[src/rtl/llsc_monitor.sv]
module llsc_monitor #(
  parameter int ADDR_W    = 32,
  parameter int CTX_W     = 3,
  parameter int ENTRIES   = 4,
  parameter int GRAN_BITS = 4
) (
  input  logic              clk,
  input  logic              rst,
  input  logic              req_valid,
  input  logic [1:0]        req_kind,
  input  logic [ADDR_W-1:0] req_addr,
  input  logic [CTX_W-1:0]  req_ctx,
  output logic              wr_en,
  output logic              sc_done,
  output logic              sc_result
);
  localparam int IDX_W = $clog2(ENTRIES);
  localparam logic [ADDR_W-1:0] LOW = ADDR_W'((1 << GRAN_BITS) - 1);

  logic [ADDR_W-1:0] blk_q [ENTRIES];
  logic [CTX_W-1:0]  ctx_q [ENTRIES];
  logic [ENTRIES-1:0] vld_q;

  logic [ADDR_W-1:0] blk_c [ENTRIES];
  logic [CTX_W-1:0]  ctx_c [ENTRIES];
  logic [ENTRIES-1:0] vld_c;

  logic [ENTRIES-1:0] hit, own, keep;
  logic [ADDR_W-1:0] req_blk;
  logic is_ll, is_st, is_sc, tbl_empty, sc_ok, do_write;

  assign req_blk   = req_addr & ~LOW;
  assign is_ll     = req_valid && req_kind == 2'b01;
  assign is_st     = req_valid && req_kind == 2'b10;
  assign is_sc     = req_valid && req_kind == 2'b11;
  assign tbl_empty = ~|vld_q;
  assign sc_ok     = !tbl_empty && |own;
  assign do_write  = is_st || (is_sc && sc_ok);

  for (genvar i = 0; i < ENTRIES; i++) begin : g_cmp
    assign hit[i]  = vld_q[i] && blk_q[i] == req_blk;
    assign own[i]  = hit[i] && ctx_q[i] == req_ctx;
    assign keep[i] = vld_q[i] && !(is_ll && ctx_q[i] == req_ctx) && !(do_write && hit[i]);
  end

  always_comb begin
    int k;
    k = 0;
    vld_c = '0;
    for (int i = 0; i < ENTRIES; i++) begin
      blk_c[i] = '0;
      ctx_c[i] = '0;
    end
    for (int i = 0; i < ENTRIES; i++) begin
      if (keep[i]) begin
        blk_c[k[IDX_W-1:0]] = blk_q[i];
        ctx_c[k[IDX_W-1:0]] = ctx_q[i];
        vld_c[k[IDX_W-1:0]] = 1'b1;
        k = k + 1;
      end
    end
  end

  always_ff @(posedge clk) begin
    if (rst) begin
      vld_q <= '0;
      for (int i = 0; i < ENTRIES; i++) begin
        blk_q[i] <= '0;
        ctx_q[i] <= '0;
      end
    end else if (is_ll) begin
      blk_q[0] <= req_blk;
      ctx_q[0] <= req_ctx;
      vld_q[0] <= 1'b1;
      for (int i = 1; i < ENTRIES; i++) begin
        blk_q[i] <= blk_c[i-1];
        ctx_q[i] <= ctx_c[i-1];
        vld_q[i] <= vld_c[i-1];
      end
    end else begin
      blk_q <= blk_c;
      ctx_q <= ctx_c;
      vld_q <= vld_c;
    end
  end

  always_ff @(posedge clk) begin
    if (rst) begin
      wr_en     <= 1'b0;
      sc_done   <= 1'b0;
      sc_result <= 1'b0;
    end else begin
      wr_en     <= do_write;
      sc_done   <= is_sc;
      sc_result <= is_sc && sc_ok;
    end
  end
endmodule

[config.mk]
export PLATFORM = sky130hd
export DESIGN_NAME = llsc_monitor
export DESIGN_NICKNAME = d
export VERILOG_FILES = /design/src/rtl/llsc_monitor.sv
export SDC_FILE = /design/constraint.sdc
export NUM_CORES = 1
export LEC_CHECK = 0
export BUFFER_PORTS_ARGS = -buffer_cell sky130_fd_sc_hd__buf_2
export CAP_MARGIN = 10
export CORE_ASPECT_RATIO = 0.8
export CORE_MARGIN = 3
export CORE_UTILIZATION = 24
export DETAILED_ROUTE_END_ITERATION = 8
export SLEW_MARGIN = 20
export SYNTH_ARGS = -nofsm -noshare
export SYNTH_HDL_FRONTEND = slang
export SYNTH_SLANG_ARGS = --single-unit
[constraint.sdc]
create_clock -name clk -period 6 [get_ports clk]
set_clock_uncertainty 0.15 [all_clocks]
set_input_delay 0.3 -clock clk [delete_from_list [all_inputs] [get_ports clk]]
set_output_delay 0.3 -clock clk [all_outputs]
set_load 0.02 [all_outputs]
# Word level (Yosys, flattened, before mapping)
# Index checks and enable logic that the tools add are counted.
dict set report word_totals {
  out_inout_bits 3
  wordCells 133
  ff_bits 147
}
dict set report classes {
  n_reduce_logical 47
  add_sub_neg 2
  n_bitwise 6
  magnitude_cmp 12
  n_eq_ne 11
  n_mux 42
}
# operator count
set ops {}
lappend ops {{two-way mux 128 bit} 4}
lappend ops {{bitwise mux 128 bit} 3}
lappend ops {{demux 32 bit (select 2 bit)} 3}
lappend ops {{== test 32 bit} 4}
lappend ops {{two-way mux 32 bit} 4}
lappend ops {{two-way mux 12 bit} 4}
lappend ops {{bitwise mux 12 bit} 3}
lappend ops {{logical AND 1 bit} 35}
lappend ops {{demux 3 bit (select 2 bit)} 3}
lappend ops {{two-way mux 4 bit} 4}
lappend ops {{== test 3 bit} 4}
lappend ops {{two-way mux 3 bit} 4}
lappend ops {{>= comparator 3 bit, second input constant} 3}
lappend ops {{less-than comparator 2 x 3 -> 1 bit, second input constant} 3}
lappend ops {{less-than comparator 3 x 1 -> 1 bit, second input constant} 3}
lappend ops {{NOT 2 -> 3 bit} 3}
lappend ops {{zero test 1 bit} 8}
lappend ops {{bitwise OR 4 bit} 2}
lappend ops {{OR reduction 4 bit} 2}
lappend ops {{demux 1 bit (select 2 bit)} 3}
lappend ops {{>= comparator 2 x 1 -> 1 bit, second input constant} 3}
lappend ops {{two-way mux 1 bit} 5}
lappend ops {{== test 2 bit, second input constant} 2}
lappend ops {{two-way mux 2 bit} 2}
lappend ops {{6 further kinds} 6}

# Longest topological paths before layout
# Gate-level depths: netlist of the first run.
dict set report depth {
  word_depth 23
  depth_mapped 21
  mapped_depth_nobuf 16
}

# Least setup slack after synthesis of the first run
# Ideal clock, no wire load.
dict set report synth_timing {
  kind {input port to flip-flop}
  from {input port req_addr[7]}
  to {register blk_q[69] (netlist bit)}
  arrival_time_ns 4.179
  path_slack_ns 1.567
  t_required_ns 5.747
  path_buffers 4
  setup_time_ns 0.103
  cell_stages 17
  path_cell_list {buf_6 nor2b_1 a2111o_1 or4_1 nor4_2 o41a_4 nor2_2 o21a_1 clkbuf_1 inv_1 fa_1 or3_1 buf_4 o21ai_4 buf_6 nor3b_1 a2111oi_2}
}
dict set report synth_between {
  elab_chain_cells 23
  word_cells_on_any_way 59
}
# element line
set synth_lines {}
lappend synth_lines {{start, declared} 11} ;# input logic [ADDR_W-1:0] req_addr,
lappend synth_lines {{== test 32 bit} 41} ;# assign hit[i] = vld_q[i] && blk_q[i] == req_blk;
lappend synth_lines {{logical AND 1 bit} 41}
lappend synth_lines {{logical AND 1 bit} 42} ;# assign own[i] = hit[i] && ctx_q[i] == req_ctx;
lappend synth_lines {{OR reduction 4 bit} 37} ;# assign sc_ok = !tbl_empty && |own;
lappend synth_lines {{logical AND 1 bit} 37}
lappend synth_lines {{logical AND 1 bit} 38} ;# assign do_write = is_st || (is_sc && sc_ok);
lappend synth_lines {{logical OR 1 bit} 38}
lappend synth_lines {{logical AND 1 bit} 43} ;# assign keep[i] = vld_q[i] && !(is_ll && ctx_q[i] == req_ctx) && !(do_write && hit[i]);
lappend synth_lines {{(+7 left out)} n/a}
lappend synth_lines {{NOT 2 -> 3 bit (not written as such) (tied with other cells)} 56} ;# blk_c[k[IDX_W-1:0]] = blk_q[i];
lappend synth_lines {{>= comparator 3 bit (not written as such) (tied with other cells)} 56}
lappend synth_lines {{logical AND 1 bit (not written as such) (tied with other cells)} 56}
lappend synth_lines {{two-way mux 32 bit (not written as such) / bitwise mux 128 bit (equally long branches)} 56}
lappend synth_lines {{demux 32 bit (select 2 bit) / two-way mux 128 bit (equally long branches)} {56, 55}}
lappend synth_lines {{bitwise mux 128 bit} 56}
lappend synth_lines {{two-way mux 128 bit (*)} 55} ;# if (keep[i]) begin
lappend synth_lines {{two-way mux 128 bit (*)} 71} ;# end else if (is_ll) begin
lappend synth_lines {{end signal, assigned by index} 76} ;# blk_q[i] <= blk_c[i-1];
lappend synth_lines {{end signal, assigned} 81} ;# blk_q <= blk_c;
lappend synth_lines {{end, declared} 20} ;# logic [ADDR_W-1:0] blk_q [ENTRIES];
# Mark *: on every way between the ends. The rest lies on a longest branch, timed or not.
# A chain may end at the register's enable or synchronous reset.

# Worst setup path after layout of the first run
dict set report layout_timing {
  from {register blk_q[38] (netlist bit)}
  to {register blk_q[27] (netlist bit)}
}
dict set report layout_between {
  elab_chain_cells 23
  word_cells_on_any_way 49
}
# element line
set layout_lines {}
lappend layout_lines {{== test 32 bit (*)} 41}
lappend layout_lines {{logical AND 1 bit (*)} 41}
lappend layout_lines {{logical AND 1 bit} 42}
lappend layout_lines {{OR reduction 4 bit} 37}
lappend layout_lines {{logical AND 1 bit} 37}
lappend layout_lines {{logical AND 1 bit} 38}
lappend layout_lines {{logical OR 1 bit} 38}
lappend layout_lines {{logical AND 1 bit} 43}
lappend layout_lines {{(+7 left out)} n/a}
lappend layout_lines {{NOT 2 -> 3 bit (not written as such) (tied with other cells)} 56}
lappend layout_lines {{>= comparator 3 bit (not written as such) (tied with other cells)} 56}
lappend layout_lines {{logical AND 1 bit (not written as such) (tied with other cells)} 56}
lappend layout_lines {{two-way mux 32 bit (not written as such) / bitwise mux 128 bit (equally long branches)} 56}
lappend layout_lines {{demux 32 bit (select 2 bit) / two-way mux 128 bit (equally long branches)} {56, 55}}
lappend layout_lines {{bitwise mux 128 bit} 56}
lappend layout_lines {{two-way mux 128 bit (*)} 55}
lappend layout_lines {{two-way mux 128 bit (*)} 71}
# Marks and branches as above.

==> results.md, run 1 <==
- Int Power: 1.75 mW
- YS warnings: 0
- Syn avg cell area: 8.17 sq um
- IO Port Bufs: 38
- Final period utilization: 93.5%
- Post-CTS setup buffers: 0
- Place WS: 0.574 ns
- First-pass GRT wire length: 65,700 um
- Reg power frac: 40.8%
- Commonest non-fill, non-tap cell in the layout: dfxtp_1
- CP required: 6.23 ns
- CTS resizes: 0
- Number of primary I/O pins: 43
- Nature of the critical path startpoint: register
- Initial Utilization: 24.5%
- Setup ws final: 0.392 ns
- CTS Hold Bufs: 0
- Core area: 0.0436 sq mm
- Seq/Total Area, Yosys: 27.6%
- Cell area after synthesis: 0.0107 sq mm
- Leak: 4.08 nW
- Via density per instance: 5.93
- Routed vias: 11,000
- Final wirelength: 43,700 um
- Area Overhead vs Synth: 10.3%
- Routed len/inst: 23.5 um
- Gr usage total: 18.0%
- Largest net degree at the start of global routing: 82
- Clk root buf: clkbuf_16
- Fill count: 4,707
- Crit-path cells: xor2_1 -> nor4_1 -> nand4_1 -> nor4_1 -> o41a_4 -> nor2_2 -> o21a_4 -> ha_1 -> inv_1 -> o32ai_1 -> nor2_1 -> nand3b_4 -> a311oi_4 -> buf_4 -> a22oi_1 -> o21ai_0
- Initial antenna violation count: 7
- Clk buf depth: 2
- Post-synth EDFFs: 0
- Placer Congestion: 0.939
- Die width: 242 um
- Cells after DPL: 1,819
- Number of global-route vias before repair: 10,300
- Max-cap viol count: 0
- Synth Flop Type: dfxtp_1
- Slew headroom: 20.1%
- Grt total ovfl: 0
- # DRC: 0
- Outcome: finished clean
- Skew-Pair Late Insertion Delay: 0.46 ns
- Main area contributors after synthesis: dfxtp_1 (28%), nand3_1 (6.3%), o21ai_0 (5.3%)
- Synthesized Nets: 1,350
- Antenna-violating nets left: 0
- CP max stage cell: a311oi_4
- F_max: 178 MHz
- H-tree Lvls: 4
- DRT iter0 DRCs: 1,546
- Yosys top cell by area: dfxtp_1
- Die Span Y: 195 um
- Num CTS Buffers: 17
- Util after Layout: 27.0%
- Synth top area share: 27.6%
- CP Capture Type: register
- Sw frac: 29.4%
- Fin. Hold Viols: 0
- Max-slew violation count: 0
- Synth Register Bits: 147
- Tightest Pin Transition: 1.20 ns
- Non-filler cells in the finished layout: 1,855
- WHS: 0.0351 ns
- Post-synthesis cell count: 1,306
- CP max FO: 20
- Row count: 68
- CP delay by family, top: compound AO/OA/AOI/OAI gates
- Most used cell, CP: nor4_1
- Most frequent cells in the layout: dfxtp_1 (147), nand3_1 (133), o21ai_0 (113), and3_1 (62), xnor2_1 (61)
- Clock Power Share: 45.3%
- RSZ-0062 raised after global routing: false
- Pre-antenna DRT Iters: 5
- CP Data Arrival Time: 5.84 ns
- Final HPWL DP: 28,300 um
- Combinational power share: 13.9%
- # clock sinks: 147
- Final setup violation count: 0
- Power Density: 211 mW/mm^2
- Register clock-pin slew on the reported worst setup and hold paths: 0.07 ns
- P_sw: 0.730 mW
- Worst hold path type: in -> reg
- Post-synth ARST share: 0%
- CP max stage delay: 1.11 ns
- VDD IR max: 0.214 mV
- Layout cells sized above 1: 13.6%
- Final TNS setup: 0 ns
- CTS tree: done
- WS Path Type: reg -> reg
- Period minus WS final: 5.61 ns
- CP bufs+invs: 2
- Die area: 0.0471 sq mm
- R2r setup slk: 0.39 ns
- Number of distinct library cells after synthesis: 76
- # nets final: 1,287
## stage by stage
stage / area (sq um) / power [mW]
after detailed placement: 11200 / 1.36
after floorplan: 10700 / 1.25
final: 11800 / 2.48
after CTS: 11800 / 2.47
after global routing: 11800 / 2.55
after global placement: 11200 / 1.36
## power groups by stage
stage | Sequential [mW] | Combinational (mW) | Clock [mW]
2_1_floorplan | 1.03 | 0.224 | 0
3_3_place_gp | 1.03 | 0.328 | 0
5_1_grt | 1.01 | 0.357 | 1.18
3_5_place_dp | 1.03 | 0.329 | 0
4_1_cts | 1.01 | 0.331 | 1.13
6_report | 1.01 | 0.344 | 1.12
## cell families after synthesis
group / synth area share [%]
AO/OA/AOI/OAI: 28.5
XOR/XNOR: 8.62
adder cells (fa/ha/maj): 0.539
buffers and inverters: 8.70
flip-flops: 27.6
multiplexers: 3.29
AND/OR/NAND/NOR: 22.8
## worst paths after layout
kind / from / end / cells after the start
max: blk_q[38] / blk_q[27] / 16
min: req_kind[0] / sc_done / 2
max reg2reg: blk_q[38] / blk_q[27] / 16
min reg2reg: blk_q[52] / blk_q[20] / 2
## final cells by class
class                      instances  area (sq um)  share of cell area [%]
multi-input combinational        976          6840                    58.1
sequential                       147          2940                    25.0
tap                              595           744                    6.32
timing repair buffer              80           558                    4.74
clock buffer                      18           429                    3.65
clock inverter                    14           163                    1.38
inverter                          21          91.3                   0.776
antenna                            4          10.0                  0.0850
## metal layers
layer,vias to the layer above,wire length (um),global-route usage [%]
met2,785,18100,25.7
met3,97,5740,5.27
li1,4808,-,-
met4,6,1020,6.12
met5,-,46,0
met1,5303,18700,25.5
## worst register-to-register path, cell delays in order, from the launching register on
cell and delay (ns):
dfxtp_1 0.46, xor2_1 0.23, nor4_1 0.31, nand4_1 0.32, nor4_1 0.54, o41a_4 0.25
nor2_2 0.08, o21a_4 0.32, ha_1 0.27, inv_1 0.29, o32ai_1 0.13, nor2_1 0.20
nand3b_4 0.33, a311oi_4 1.12, buf_4 0.38, a22oi_1 0.09, o21ai_0 0.09
## state kept, by name, indices dropped and copies added (netlist names)
| register | cells |
|---|---|
| vld_q | 4 |
| sc_result | 1 |
| blk_q | 128 |
| wr_en | 1 |
| ctx_q | 12 |
| sc_done | 1 |
## cells in the mapped netlist, types with 23 or more instances
library cell / count
dfxtp_1: 147
nand3_1: 134
o21ai_0: 113
clkbuf_1: 72
and3_1: 62
xnor2_1: 61
buf_2: 56
nor2_1: 50
xor2_1: 44
a31oi_1: 35
mux2i_1: 34
a21oi_1: 33
a2111oi_2: 31
a41oi_1: 31
o31a_1: 31
a22oi_1: 29
nor3b_1: 29
and2_1: 27
o2bb2ai_1: 27
nand4_1: 23
Power figures use the tool's default switching activity.
==> run 2, diff against run 1 <==
Settings changed: PLACE_DENSITY set to 0.35.
==> run 2 against run 1 <==
  * Non-clock buffer count increased by 7
  * Total power increased by 1.6%
  * Die area unchanged
  * Sequential share of layout area decreased by 0.18 points
  * Routed wire length increased by 17%
  * Critical endpoint is now blk_q[52]
  * Largest power group unchanged
  * Highest routed layer unchanged
==> results.md, run 2 (synthesis gave the netlist of run 1 again) <==
- Outcome: finished clean
- Most frequent cells in the layout: dfxtp_1 (147), nand3_1 (133), o21ai_0 (113), and3_1 (62), xnor2_1 (61)
- Pre-antenna DRT Iters: 5
- Number of primary I/O pins: 43
- Via density per instance: 5.64
- Final TNS setup: 0 ns
- Initial Utilization: 24.5%
- Leak: 4.14 nW
- Num CTS Buffers: 17
- CP max stage cell: nor2_1
- Slew headroom: 34.8%
- Design area: 0.0119 sq mm
- Gr usage total: 21.7%
- Routed len/inst: 27.5 um
- Non-filler cells in the finished layout: 1,858
- R2r startpoint: blk_q[34]
- Final setup violation count: 0
- CP Data Arrival Time: 5.80 ns
- Skew-Pair Late Insertion Delay: 0.47 ns
- Initial antenna violation count: 2
- WHS: 0.0193 ns
- Die area: 0.0471 sq mm
- Row count: 68
- Setup ws final: 0.434 ns
- Clk buf depth: 2
- VDD IR max: 0.227 mV
- Place WS: 0.477 ns
- CP max FO: 33
- # nets final: 1,294
- IO Port Bufs: 38
- Final wirelength: 51,100 um
- Die width: 242 um
- Die Span Y: 195 um
- Register clock-pin slew on the reported worst setup and hold paths: 0.07 ns
- ANT cells: 0
- Area Overhead vs Synth: 11.1%
- Period minus WS final: 5.57 ns
- Fin. Hold Viols: 0
- Most used cell, CP: nor2_1
- Util after Layout: 27.2%
- Largest net degree at the start of global routing: 64
- Nature of the critical path startpoint: register
- R2r setup slk: 0.43 ns
- Total power: 2.52 mW
- F_max: 180 MHz
- CP required: 6.24 ns
- CP max stage delay: 0.80 ns
- Cells after DPL: 1,826
- DRT iter0 DRCs: 1,095
- Power Density: 213 mW/mm^2
- CTS tree: done
- # clock sinks: 147
- Antenna-violating nets left: 0
- Post-CTS setup buffers: 0
- First-pass GRT wire length: 75,400 um
- Max reg flops: 128
- RSZ-0062 raised after global routing: false
- Max-slew violation count: 0
- CP Capture Type: register
- CTS resizes: 0
- Clk root buf: clkbuf_16
- H-tree Lvls: 4
- WS Path Type: reg -> reg
- Critical path origin: blk_q[34]
- Final HPWL DP: 34,200 um
- Max-cap viol count: 0
- Crit-path cells: nand2b_1 -> a2111oi_0 -> nand4_1 -> nor4_1 -> o41a_4 -> nor2_2 -> o21a_4 -> ha_1 -> inv_1 -> o32ai_1 -> nor2_1 -> nand3b_4 -> nor2_1 -> o311ai_0 -> a31oi_1
- Number of global-route vias before repair: 10,200
- CTS Hold Bufs: 0
- Final period utilization: 92.8%
- Largest register by flop count: blk_q
- Worst hold path type: in -> reg
- Placed cell areas: 0.0113 sq mm
- Commonest non-fill, non-tap cell in the layout: dfxtp_1
- Core area: 0.0436 sq mm
- Layout cells sized above 1: 14.3%
- Tightest Pin Transition: 0.974 ns
- Grt total ovfl: 0
- Routed vias: 10,500
- # DRC: 0
- Placer Congestion: 0.828
- Biggest regs: blk_q (128), ctx_q (12), vld_q (4)
- Hold Path Origin: req_kind[0]
==> run 2: cell types whose count changed in the layout (fill, tap and decap cells not counted), sizes merged <==
| cell | before | now |
|---|---|---|
| clkbuf | 18 | 20 |
| clkinv | 8 | 6 |
| diode | 4 | 0 |
| inv | 20 | 22 |
| bufinv | 3 | 2 |
| clkinvlp | 4 | 3 |
| buf | 80 | 87 |
==> run 2: critical path: cells and delay by family (launching register included) <==
kind,cells,cell delay (ns)
adder cells (fa/ha/maj),1,0.35
AO/OA/AOI/OAI,6,2.07
AND/OR/NAND/NOR,7,2.18
flip-flops,1,0.37
buffers and inverters,1,0.35
==> run 2: worst paths after layout <==
check	endpoint	depth (start not counted)
setup / recovery	blk_q[52]	15
hold / removal	sc_done	2
setup reg to reg	blk_q[52]	15
hold reg to reg	blk_q[32]	2
==> run 2: report_power, final <==
part	leakage, nW	total (mW)	switching [mW]	internal, mW
combinational	2.66	0.363	0.257	0.106
clock	0.283	1.15	0.511	0.635
sequential	1.19	1.01	0.0170	0.994
total	4.14	2.52	0.786	1.73
==> run 2: final cells by class <==
| cell class | count | area, sq um |
|---|---|---|
| Clock inverter | 12 | 129 |
| Tap cell | 595 | 744 |
| Inverter | 21 | 91.3 |
| Timing Repair Buffer | 87 | 648 |
| Sequential cell | 147 | 2940 |
| Clock buffer | 20 | 457 |
| Fill cell | 4760 | 31700 |
| Multi-Input combinational cell | 976 | 6850 |
==> run 2: layer usage <==
layer	vias to the layer above	share of wire, %	GRT usage, %
met5	-	0.059	0
met4	4	1.5	4.52
met3	53	7.2	5.92
met2	371	42	31.4
met1	5238	49	31.9
li1	4814	-	-
